===== config.mk =====
export PLATFORM = sky130hd
export DESIGN_NAME = bgwin_overlay
export DESIGN_NICKNAME = d
export VERILOG_FILES = /design/src/rtl/bgwin_pkg.sv /design/src/rtl/bgwin_enables.sv /design/src/rtl/bgwin_region.sv /design/src/rtl/bgwin_prio.sv /design/src/rtl/bgwin_overlay.sv
export SDC_FILE = /design/constraint.sdc
export NUM_CORES = 1
export LEC_CHECK = 0
export BUFFER_PORTS_ARGS = -buffer_cell sky130_fd_sc_hd__buf_4
export CAP_MARGIN = 30
export CELL_PAD_IN_SITES_DETAIL_PLACEMENT = 1
export CELL_PAD_IN_SITES_GLOBAL_PLACEMENT = 2
export CORE_UTILIZATION = 36
export CTS_CLUSTER_DIAMETER = 50
export CTS_CLUSTER_SIZE = 14
export DETAILED_ROUTE_END_ITERATION = 7
export PLACE_DENSITY = 0.81
export SYNTH_ARGS = -nofsm -noshare
export SYNTH_HDL_FRONTEND = slang
export SYNTH_SLANG_ARGS = --single-unit

===== constraint.sdc =====
create_clock -name clk -period 2.55 [get_ports clk]
set_clock_uncertainty 0.1 [all_clocks]
set_input_delay 0.255 -clock clk [delete_from_list [all_inputs] [get_ports clk]]
set_output_delay 0.255 -clock clk [all_outputs]
set_load 0.1 [all_outputs]

===== src/rtl/bgwin_pkg.sv =====
package bgwin_pkg;
   localparam int RGB_W  = 3;
   localparam int CODE_W = 2;

   typedef logic [RGB_W-1:0] rgb_t;

   // shadow reach from 2-bit code: 0->2, 1->4, 2->6, 3->8
   function automatic logic [3:0] shd_span(input logic [CODE_W-1:0] code);
      return {1'b0, code, 1'b0} + 4'd2;
   endfunction
endpackage


===== src/rtl/bgwin_enables.sv =====
module bgwin_enables #(
   parameter int NWIN = 4
) (
   input  logic            clk,
   input  logic            rst_n,
   input  logic            en_load,
   input  logic [NWIN-1:0] en_data,
   input  logic            en_clear,
   output logic [NWIN-1:0] en_q
);
   always_ff @(posedge clk or negedge rst_n) begin
      if (!rst_n)        en_q <= '0;
      else if (en_clear) en_q <= '0;
      else if (en_load)  en_q <= en_data;
   end

   AST_CLEAR_WINS: assert property (@(posedge clk) disable iff (!rst_n)
      en_clear |=> (en_q == '0));
   AST_LOAD_TAKES: assert property (@(posedge clk) disable iff (!rst_n)
      (en_load && !en_clear) |=> (en_q == $past(en_data)));
endmodule


===== src/rtl/bgwin_region.sv =====
module bgwin_region import bgwin_pkg::*; #(
   parameter int ROW_W   = 4,
   parameter int COL_W   = 5,
   parameter int CHAR_W  = 12,
   parameter int ROW_H   = 18,
   parameter int XW      = 10,
   parameter int YW      = 10,
   parameter bit SHADOWS = 1'b1
) (
   input  logic              clk,
   input  logic              rst_n,
   input  logic [ROW_W-1:0]  pix_row,
   input  logic [COL_W-1:0]  pix_col,
   input  logic [XW-1:0]     cx,
   input  logic [YW-1:0]     cy,
   input  logic [ROW_W-1:0]  row_lo,
   input  logic [ROW_W-1:0]  row_hi,
   input  logic [COL_W-1:0]  col_lo,
   input  logic [COL_W-1:0]  col_hi,
   input  logic              en,
   input  logic              shd_en,
   input  logic [CODE_W-1:0] shd_w,
   input  logic [CODE_W-1:0] shd_h,
   output logic              body_hit,
   output logic              shd_hit
);
   localparam logic [XW-1:0] CW_X = XW'(CHAR_W);
   localparam logic [YW-1:0] RH_Y = YW'(ROW_H);

   // body test in character units: an inverted range matches nothing
   assign body_hit = en && (pix_row >= row_lo) && (pix_row <= row_hi)
                        && (pix_col >= col_lo) && (pix_col <= col_hi);

   generate
      if (SHADOWS) begin : g_shadow
         logic [XW-1:0] x_lo, x_hi;
         logic [YW-1:0] y_lo, y_hi;
         always_comb begin
            x_lo = XW'(col_lo) * CW_X + XW'(shd_span(shd_w));
            x_hi = XW'(col_hi) * CW_X + (CW_X - XW'(1)) + XW'(shd_span(shd_w));
            y_lo = YW'(row_lo) * RH_Y + YW'(shd_span(shd_h));
            y_hi = YW'(row_hi) * RH_Y + (RH_Y - YW'(1)) + YW'(shd_span(shd_h));
         end
         assign shd_hit = en && shd_en && (cx >= x_lo) && (cx <= x_hi)
                                       && (cy >= y_lo) && (cy <= y_hi);
      end else begin : g_no_shadow
         logic unused_shd;
         assign unused_shd = ^{cx, cy, shd_en, shd_w, shd_h};
         assign shd_hit    = 1'b0;
      end
   endgenerate

   logic ordered;
   assign ordered = (row_lo <= row_hi) && (col_lo <= col_hi);

   AST_INVERTED_DARK: assert property (@(posedge clk) disable iff (!rst_n)
      !ordered |-> (!body_hit && !shd_hit));
endmodule


===== src/rtl/bgwin_prio.sv =====
module bgwin_prio import bgwin_pkg::*; #(
   parameter int NWIN = 4
) (
   input  logic              clk,
   input  logic              rst_n,
   input  logic [NWIN-1:0]   body_hit,
   input  logic [NWIN-1:0]   shd_hit,
   input  logic [NWIN*RGB_W-1:0] win_rgb,
   input  rgb_t              shd_rgb,
   output logic              any_hit,
   output logic              shd_won,
   output rgb_t              sel_rgb
);
   localparam int NREQ = 2 * NWIN;
   localparam logic [NREQ-1:0] SHD_MASK = {NWIN{2'b10}};

   logic [NREQ-1:0] req, grant;

   // request order: body0, shadow0, body1, shadow1, ...
   always_comb begin
      for (int k = 0; k < NWIN; k++) begin
         req[2*k]   = body_hit[k];
         req[2*k+1] = shd_hit[k];
      end
   end

   assign grant   = req & (~req + NREQ'(1));
   assign any_hit = |req;
   assign shd_won = |(grant & SHD_MASK);

   always_comb begin
      sel_rgb = '0;
      for (int k = 0; k < NWIN; k++) begin
         if (grant[2*k])   sel_rgb |= win_rgb[k*RGB_W +: RGB_W];
         if (grant[2*k+1]) sel_rgb |= shd_rgb;
      end
   end

   AST_ONE_WINNER: assert property (@(posedge clk) disable iff (!rst_n)
      $onehot0(grant));
   AST_WINNER_IF_ANY: assert property (@(posedge clk) disable iff (!rst_n)
      (|req) |-> ($countones(grant) == 1));
endmodule


===== src/rtl/bgwin_overlay.sv =====
module bgwin_overlay import bgwin_pkg::*; #(
   parameter int NWIN    = 4,
   parameter int ROW_W   = 4,
   parameter int COL_W   = 5,
   parameter int PX_W    = 4,
   parameter int LN_W    = 5,
   parameter int CHAR_W  = 12,
   parameter int ROW_H   = 18,
   parameter bit SHADOWS = 1'b1
) (
   input  logic                    clk,
   input  logic                    rst_n,
   input  logic [ROW_W-1:0]        pix_row,
   input  logic [COL_W-1:0]        pix_col,
   input  logic [PX_W-1:0]         pix_x,
   input  logic [LN_W-1:0]         pix_line,
   input  logic [NWIN*ROW_W-1:0]   win_row_lo,
   input  logic [NWIN*ROW_W-1:0]   win_row_hi,
   input  logic [NWIN*COL_W-1:0]   win_col_lo,
   input  logic [NWIN*COL_W-1:0]   win_col_hi,
   input  logic [NWIN-1:0]         win_shd_en,
   input  logic [NWIN*3-1:0]       win_rgb,
   input  logic [NWIN*2-1:0]       win_shd_w,
   input  logic [NWIN*2-1:0]       win_shd_h,
   input  logic [2:0]              shd_rgb,
   input  logic                    en_load,
   input  logic [NWIN-1:0]         en_data,
   input  logic                    en_clear,
   output logic                    out_valid,
   output logic [2:0]              out_rgb
);
   localparam int XW = COL_W + PX_W + 1;
   localparam int YW = ROW_W + LN_W + 1;

   generate
      if (NWIN < 1) begin : g_bad_nwin
         $error("bgwin_overlay: NWIN must be at least 1");
      end
      if (CHAR_W < 1 || CHAR_W > (1 << PX_W)) begin : g_bad_cw
         $error("bgwin_overlay: CHAR_W must fit in PX_W bits");
      end
      if (ROW_H < 1 || ROW_H > (1 << LN_W)) begin : g_bad_rh
         $error("bgwin_overlay: ROW_H must fit in LN_W bits");
      end
   endgenerate

   logic [XW-1:0] cx;
   logic [YW-1:0] cy;
   assign cx = XW'(pix_col) * XW'(CHAR_W) + XW'(pix_x);
   assign cy = YW'(pix_row) * YW'(ROW_H)  + YW'(pix_line);

   logic [NWIN-1:0] en_q, body_hit, shd_hit;

   bgwin_enables #(.NWIN(NWIN)) u_en (
      .clk(clk), .rst_n(rst_n), .en_load(en_load), .en_data(en_data),
      .en_clear(en_clear), .en_q(en_q)
   );

   genvar gi;
   generate
      for (gi = 0; gi < NWIN; gi++) begin : g_win
         bgwin_region #(
            .ROW_W(ROW_W), .COL_W(COL_W), .CHAR_W(CHAR_W), .ROW_H(ROW_H),
            .XW(XW), .YW(YW), .SHADOWS(SHADOWS)
         ) u_reg (
            .clk(clk), .rst_n(rst_n),
            .pix_row(pix_row), .pix_col(pix_col), .cx(cx), .cy(cy),
            .row_lo(win_row_lo[gi*ROW_W +: ROW_W]),
            .row_hi(win_row_hi[gi*ROW_W +: ROW_W]),
            .col_lo(win_col_lo[gi*COL_W +: COL_W]),
            .col_hi(win_col_hi[gi*COL_W +: COL_W]),
            .en(en_q[gi]), .shd_en(win_shd_en[gi]),
            .shd_w(win_shd_w[gi*CODE_W +: CODE_W]),
            .shd_h(win_shd_h[gi*CODE_W +: CODE_W]),
            .body_hit(body_hit[gi]), .shd_hit(shd_hit[gi])
         );
      end
   endgenerate

   logic any_hit, shd_won;
   rgb_t sel_rgb;

   bgwin_prio #(.NWIN(NWIN)) u_prio (
      .clk(clk), .rst_n(rst_n), .body_hit(body_hit), .shd_hit(shd_hit),
      .win_rgb(win_rgb), .shd_rgb(shd_rgb), .any_hit(any_hit),
      .shd_won(shd_won), .sel_rgb(sel_rgb)
   );

   always_ff @(posedge clk or negedge rst_n) begin
      if (!rst_n) begin
         out_valid <= 1'b0;
         out_rgb   <= '0;
      end else begin
         out_valid <= any_hit;
         out_rgb   <= any_hit ? sel_rgb : '0;
      end
   end

   AST_IDLE_BLACK: assert property (@(posedge clk) disable iff (!rst_n)
      !out_valid |-> (out_rgb == 3'b000));
   AST_NO_EN_NO_VALID: assert property (@(posedge clk) disable iff (!rst_n)
      (en_q == '0) |=> !out_valid);
   AST_SHADOW_COLOUR: assert property (@(posedge clk) disable iff (!rst_n)
      shd_won |=> (out_valid && out_rgb == $past(shd_rgb)));
endmodule


## Yosys cells after proc, flatten, opt, wreduce, memory -nomap -nowiden

Index checks and enable logic that the tools add are counted.

| cells by class | value |
|---|---|
| bitwise operators | 9 |
| reductions and logical operators | 38 |
| $lt $le $gt $ge | 32 |
| add/subtract/negate cells | 35 |
| multipliers | 18 |
| multiplexer cells | 11 |

Operator list:

| kind | count |
|---|---|
| $add A9 B4 Y10 | 9 |
| $add A10 B4 Y10 | 8 |
| $ge A10 B10 Y1 | 8 |
| $le A10 B10 Y1 | 8 |
| $mul A4 B4 Y8 const B | 9 |
| $mul A5 B2 Y7 const B | 9 |
| $add A9 B4 Y10 const B | 4 |
| $add A9 B5 Y10 const B | 4 |
| $logic_and A1 B1 Y1 | 36 |
| $add A3 B2 Y4 const B | 8 |
| $mux W3 | 9 |
| $or A3 B3 Y3 | 7 |
| $ge A5 B5 Y1 | 4 |
| $le A5 B5 Y1 | 4 |
| $ge A4 B4 Y1 | 4 |
| $le A4 B4 Y1 | 4 |
| $add A9 B5 Y10 | 1 |
| $add A8 B1 Y8 const B | 1 |
| $and A8 B8 Y8 | 1 |
| $mux W4 | 2 |
| $not A8 Y8 | 1 |
| $reduce_or A8 Y1 | 1 |
| $reduce_bool A2 Y1 | 1 |

| word-level totals | value |
|---|---|
| logic and storage cells | 146 |
| flip-flop bits (word level) | 8 |
| input port bits | 133 |
| output and inout port bits | 4 |

## Depth between registers and ports, before layout

| logic depth | value |
|---|---|
| depth after elaboration | 26 |
| mapped depth | 21 |
| mapped depth without buffers | 21 |

## By module

From an unflattened synthesis, not the netlist that was laid out.

| second synthesis, totals | value |
|---|---|
| cells, all modules | 1348 |
| area, all modules | 11041.8 sq um |

By module, submodules not included:

| module | cells an instance | area each (sq um) | sequential area each (sq um) | instances |
|---|---|---|---|---|
| bgwin_region at g_win[2].u_reg | 304 | 2494.9 | 0.0 | 1 |
| bgwin_region at g_win[1].u_reg | 308 | 2486.1 | 0.0 | 1 |
| bgwin_region at g_win[0].u_reg | 307 | 2481.1 | 0.0 | 1 |
| bgwin_region at g_win[3].u_reg | 305 | 2457.4 | 0.0 | 1 |
| bgwin_overlay | 86 | 775.7 | 100.1 | 1 |
| bgwin_prio | 25 | 186.4 | 0.0 | 1 |
| bgwin_enables | 13 | 160.2 | 100.1 | 1 |

## Least setup slack after synthesis

No wires, ideal clock.

| path | value |
|---|---|
| path type | input to register |
| start | input pix_col[0] |
| end | register out_rgb[2] |
| arrival | 3993 ps |
| stages on the path | 19 |
| buffers on the path | 0 |
| data required time | 2318 ps |
| library setup time | 132 ps |
| path slack | -1675 ps |
| cell sequence | ha_1 inv_1 fa_1 nand2b_1 a2bb2oi_2 xor2_2 nand2_1 nand3b_1 o21ai_0 o21ai_0 ha_1 nand4_1 or4_1 o21ai_0 o311ai_0 nor3b_1 a22o_1 a211oi_1 o31ai_1 |

| between the ends | value |
|---|---|
| cells in the longest elaborated chain, start to end | 24 |
| elaborated cells between the ends (all ways) | 62 |
| those cells by class | add/sub (2); mul (1); order compare (16); mux (9); bitwise (9); reduce/logical (25) |

Ends and longest elaborated chain:

| what | line | text |
|---|---|---|
| start: declaration | bgwin_overlay.sv:14 | `input logic [COL_W-1:0] pix_col,` |
| $mul A5 B2 Y7 | bgwin_overlay.sv:49 | `assign cx = XW'(pix_col) * XW'(CHAR_W) + XW'(pix_x);` |
| $add A9 B4 Y10 | bgwin_overlay.sv:49 |  |
| $ge A10 B10 Y1 | bgwin_region.sv:44 | `assign shd_hit = en && shd_en && (cx >= x_lo) && (cx <= x_hi)` |
| $logic_and A1 B1 Y1 (2 in series) | bgwin_region.sv:44 |  |
| $logic_and A1 B1 Y1 (2 in series) | bgwin_region.sv:45 | `&& (cy >= y_lo) && (cy <= y_hi);` |
| $not A8 Y8 | bgwin_prio.sv:27 | `assign grant = req & (~req + NREQ'(1));` |
| $add A8 B1 Y8 | bgwin_prio.sv:27 |  |
| $and A8 B8 Y8 | bgwin_prio.sv:27 |  |
| (+6 left out) | -- |  |
| $mux W3 | bgwin_prio.sv:34 | `if (grant[2*k]) sel_rgb \|= win_rgb[k*RGB_W +: RGB_W];` |
| $or A3 B3 Y3 | bgwin_prio.sv:35 | `if (grant[2*k+1]) sel_rgb \|= shd_rgb;` |
| $mux W3 | bgwin_prio.sv:35 |  |
| $or A3 B3 Y3 | bgwin_prio.sv:34 |  |
| $mux W3 | bgwin_prio.sv:34 |  |
| $or A3 B3 Y3 | bgwin_prio.sv:35 |  |
| $mux W3 | bgwin_prio.sv:35 |  |
| $mux W3 * | bgwin_overlay.sv:95 | `out_rgb <= any_hit ? sel_rgb : '0;` |
| end signal: assignment | bgwin_overlay.sv:95 |  |
| end: declaration | bgwin_overlay.sv:30 | `output logic [2:0] out_rgb` |

Every way passes the cells marked *; elsewhere a longest branch is shown, timed or not.
A chain may end at the register's enable or synchronous reset.

## Final worst setup path

| path | value |
|---|---|
| start | input win_col_lo[6] |
| end | register out_rgb[1] |

| between the ends | value |
|---|---|
| cells in the longest elaborated chain, start to end | 20 |
| elaborated cells between the ends (all ways) | 26 |
| those cells by class | add/sub (2); mul (1); order compare (2); mux (7); bitwise (7); reduce/logical (7) |

Ends and longest elaborated chain:

| what | line | text |
|---|---|---|
| start: declaration | bgwin_overlay.sv:19 | `input logic [NWIN*COL_W-1:0] win_col_lo,` |
| $mul A5 B2 Y7 | bgwin_region.sv:39 | `x_lo = XW'(col_lo) * CW_X + XW'(shd_span(shd_w));` |
| $add A9 B4 Y10 | bgwin_region.sv:39 |  |
| $ge A10 B10 Y1 | bgwin_region.sv:44 |  |
| $logic_and A1 B1 Y1 (2 in series) | bgwin_region.sv:44 |  |
| $logic_and A1 B1 Y1 (2 in series) | bgwin_region.sv:45 |  |
| $not A8 Y8 | bgwin_prio.sv:27 |  |
| $add A8 B1 Y8 | bgwin_prio.sv:27 |  |
| $and A8 B8 Y8 | bgwin_prio.sv:27 |  |
| (+2 left out) | -- |  |
| $mux W3 | bgwin_prio.sv:34 |  |
| $or A3 B3 Y3 | bgwin_prio.sv:35 |  |
| $mux W3 | bgwin_prio.sv:35 |  |
| $or A3 B3 Y3 | bgwin_prio.sv:34 |  |
| $mux W3 | bgwin_prio.sv:34 |  |
| $or A3 B3 Y3 | bgwin_prio.sv:35 |  |
| $mux W3 | bgwin_prio.sv:35 |  |
| $mux W3 * | bgwin_overlay.sv:95 |  |

Marked as above.

==> qor.txt <==
Final Power - 5.737 mW
Power Density - 347.7 nW/um^2
die area - 30780 um^2
Syn. warnings - 0
Pre-antenna DRT Iters - 6
flops & latches, synth - 8
layout overhead on the synthesized area - 52.36%
share of cells above drive strength 1 - 36.46%
clk_lat worst skew - 0.24 ns
Final Worst Setup Slack - -1.620 ns
reg-to-reg startpoint - u_en.en_q[0]
WL final - 41280 um
number of synthesized flops with an enable pin - 0
CP Capture Type - flop
# DRC - 0
Hold Fails Final Rpt - 0
row count - 63
CP startpoint kind - primary input
Routed Antenna Nets - 0
CP required - 2.53 ns
VDD IR max - 167.2 uV
hold_sp - en_clear
final instance area - 16500 um^2
DIE WIDTH - 175.4 um
Pins Over Slew Limit - 0
Post-Syn Nets - 1866
crit-path max cell delay - 0.39 ns
Max Root-Sink Buffers - 2
worst slew pin tran - 0.6180 ns
f_max - 239.8 MHz
Root Buffer - clkbuf_16
outcome - complete, but fails checks
total number of vias - 12480
final net count - 2467
Final Core Density - 55.67%
Core Box Area - 29640 um^2
CP dominant cell by count - nor2_1
fin crit period - 4.170 ns
CP Data Arrival Time - 4.15 ns
DP Wirelength - 35870 um
failing checks - negative setup slack
pin count of the biggest net entering global routing - 13
Hold Path Class - in -> reg
vias in the first global route - 13752
die height - 175.4 um
Critical Path Start - win_col_lo[6]
Synth Area per Inst - 7.998 um^2
most frequent cells in the layout - 589 x buf_4, 331 x ha_1, 149 x inv_1, 105 x a21oi_1, 81 x nor2_1
prevailing post-synth register cell - dfrtp_1
max_cap viols - 0
Slowest cell on crit path - fa_2
sequential fraction of the synthesis area - 1.849%
GRT Total Usage - 26.83%
final RePlAce weighted congestion - 0.8443
placed cell areas - 15830 um^2
starting density of the core - 36.54%
P_leak - 8.627 nW
Post-Syn Instances - 1354
Syn Std Cell Area - 10830 um^2
Place WS - -1.981 ns
I/O pins - 137
iteration-0 DRC count of the detailed router - 293
GRT overflow - 0
CTS sink cnt - 8
CP Max Fanout - 4
first-pass GRT wire length - 66720 um
CP Cell Sequence - buf_8 -> buf_6 -> fa_2 -> a21oi_2 -> nor2_1 -> nor2_1 -> xnor2_1 -> nand4b_1 -> buf_4 -> nor3b_2 -> nor3_1 -> a31oi_1 -> a221oi_2 -> ha_1 -> o22ai_2 -> nor2_1 -> o211ai_1 -> a31oi_1 -> nand4_1 -> nand4_1 -> nor2_2 -> a222oi_1 -> o311ai_1
commonest non-fill, non-tap cell in the layout - buf_4
H-tree levels - 1
Max-slew headroom - 58.77%
antenna violations before repair - 0
fraction of registers with async set/reset - 100.0%
final setup vio count - 4
Crit Path Class - in -> reg
fin crit share - 163.5%
Routed WL per cell - 17.62 um
CTS tree - yes
clk slew on worst S/H paths - 0.04 ns
RSZ-0062 raised after global routing - yes
Yosys cell types - 73
Via-to-Cell Ratio - 5.327
# diodes - 0
IO Port Bufs - 136
CTS buffer count - 3
-- critical path: cells and delay by family --
family	cells	cell delay [ns]
and+or+nand+nor	9	1.31
buffers and inverters	3	0.41
adders and majority gates	2	0.72
xor gates and xnor gates	1	0.15
AOI/OAI and AO/OA	8	1.31
-- cell families (layout without fill, tap and decap cells) --
family	after synthesis	count (layout)	share of synthesized area, %
AOI/OAI and AO/OA	325	325	19.12
xor gates and xnor gates	112	112	9.197
adders and majority gates	379	379	45.66
buffers and inverters	157	756	5.442
DFF	8	8	1.849
muxes	10	10	0.9474
and+or+nand+nor	363	363	17.78
-- cell type report --
cell class | instances | area [um^2]
Fill cell | 3691 | 13140
Sequential cell | 8 | 200.2
Multi-Input combinational cell | 1189 | 10610
Tap cell | 390 | 488.0
Clock buffer | 3 | 75.07
Inverter | 154 | 578.1
Timing Repair Buffer | 599 | 4553
-- report_power, final --
part	switching [mW]	total, mW	internal (mW)	leakage [nW]
Combinational	2.65	5.32	2.68	8.48
Clock	0.0700	0.273	0.203	0.0370
Sequential	0.00640	0.143	0.137	0.108
-- synthesized netlist by cell type, types with 6 or more instances --
library cell  number  area [um^2]
a21oi_1          113        565.5
a211oi_1          14        105.1
xnor2_1           58        508.0
dfrtp_1            8        200.2
and2_1            10        62.56
xor2_1            52        455.4
nor3_1            21        105.1
nand2_1           60        225.2
fa_1              27        540.5
o22ai_1            6        37.54
or2_2              7        43.79
a31oi_1            9        56.30
o21a_1            17        127.6
o21ai_0           66        330.3
ha_1             352         4404
nor2b_1           37        231.5
nand3_1           31        155.2
nand3b_1           6        45.04
inv_1            154        578.1
a21o_1            39        292.8
and3_1             7        43.79
mux2i_1            8        80.08
or3_1              9        56.30
nand2b_1          23        143.9
nand4_1           34        212.7
nor2_1            84        315.3
-- worst paths after layout --
check / endpoint / slack [ns] / cells past startpoint
hold reg to reg: u_en.en_q[3] / 0.49 / 2
setup / recovery: out_rgb[1] / -1.62 / 23
setup reg to reg: out_rgb[1] / 0.32 / 8
hold / removal: u_en.en_q[3] / 0.13 / 2
min in group asynchronous: u_en.en_q[3] / 0.30 / 2
max in group asynchronous: out_rgb[2] / 1.89 / 2
-- flip-flops by register name (all words and copies together) (netlist names) --
signal,cells
u_en.en_q,4
out_rgb,3
out_valid,1
-- layer usage --
| layer | share of wire, % | global-route usage, % | wire length (um) |
|---|---|---|---|
| met1 | 43 | 31.97 | 17770 |
| met2 | 52 | 51.54 | 21300 |
| met3 | 3.0 | 1.970 | 1253 |
| met4 | 2.3 | 6.196 | 957 |
| met5 | 0 | 0 | 0 |
-- metrics by stage --
step           hold WS (ns)  setup TNS, ns  cells
6_report             0.1318         -6.129   2343
5_1_grt              0.1339         -7.238   2343
4_1_cts              0.1324         -5.794   2341
3_5_place_dp     -0.0004091         -7.560   2321
3_3_place_gp      0.0001757         -7.276   2321
2_1_floorplan       -0.1406         -4.896   1354
-- timing repair --
item                                    in CTS  in global routing
endpoints found under the hold margin        8                  0
pin swaps                                   48                 11
endpoints found under the setup margin       4                  4
hold buffers                                 1                  0
gates resized for setup                     78                 15
setup buffers                               18                  2
Power figures use the tool's default switching activity.
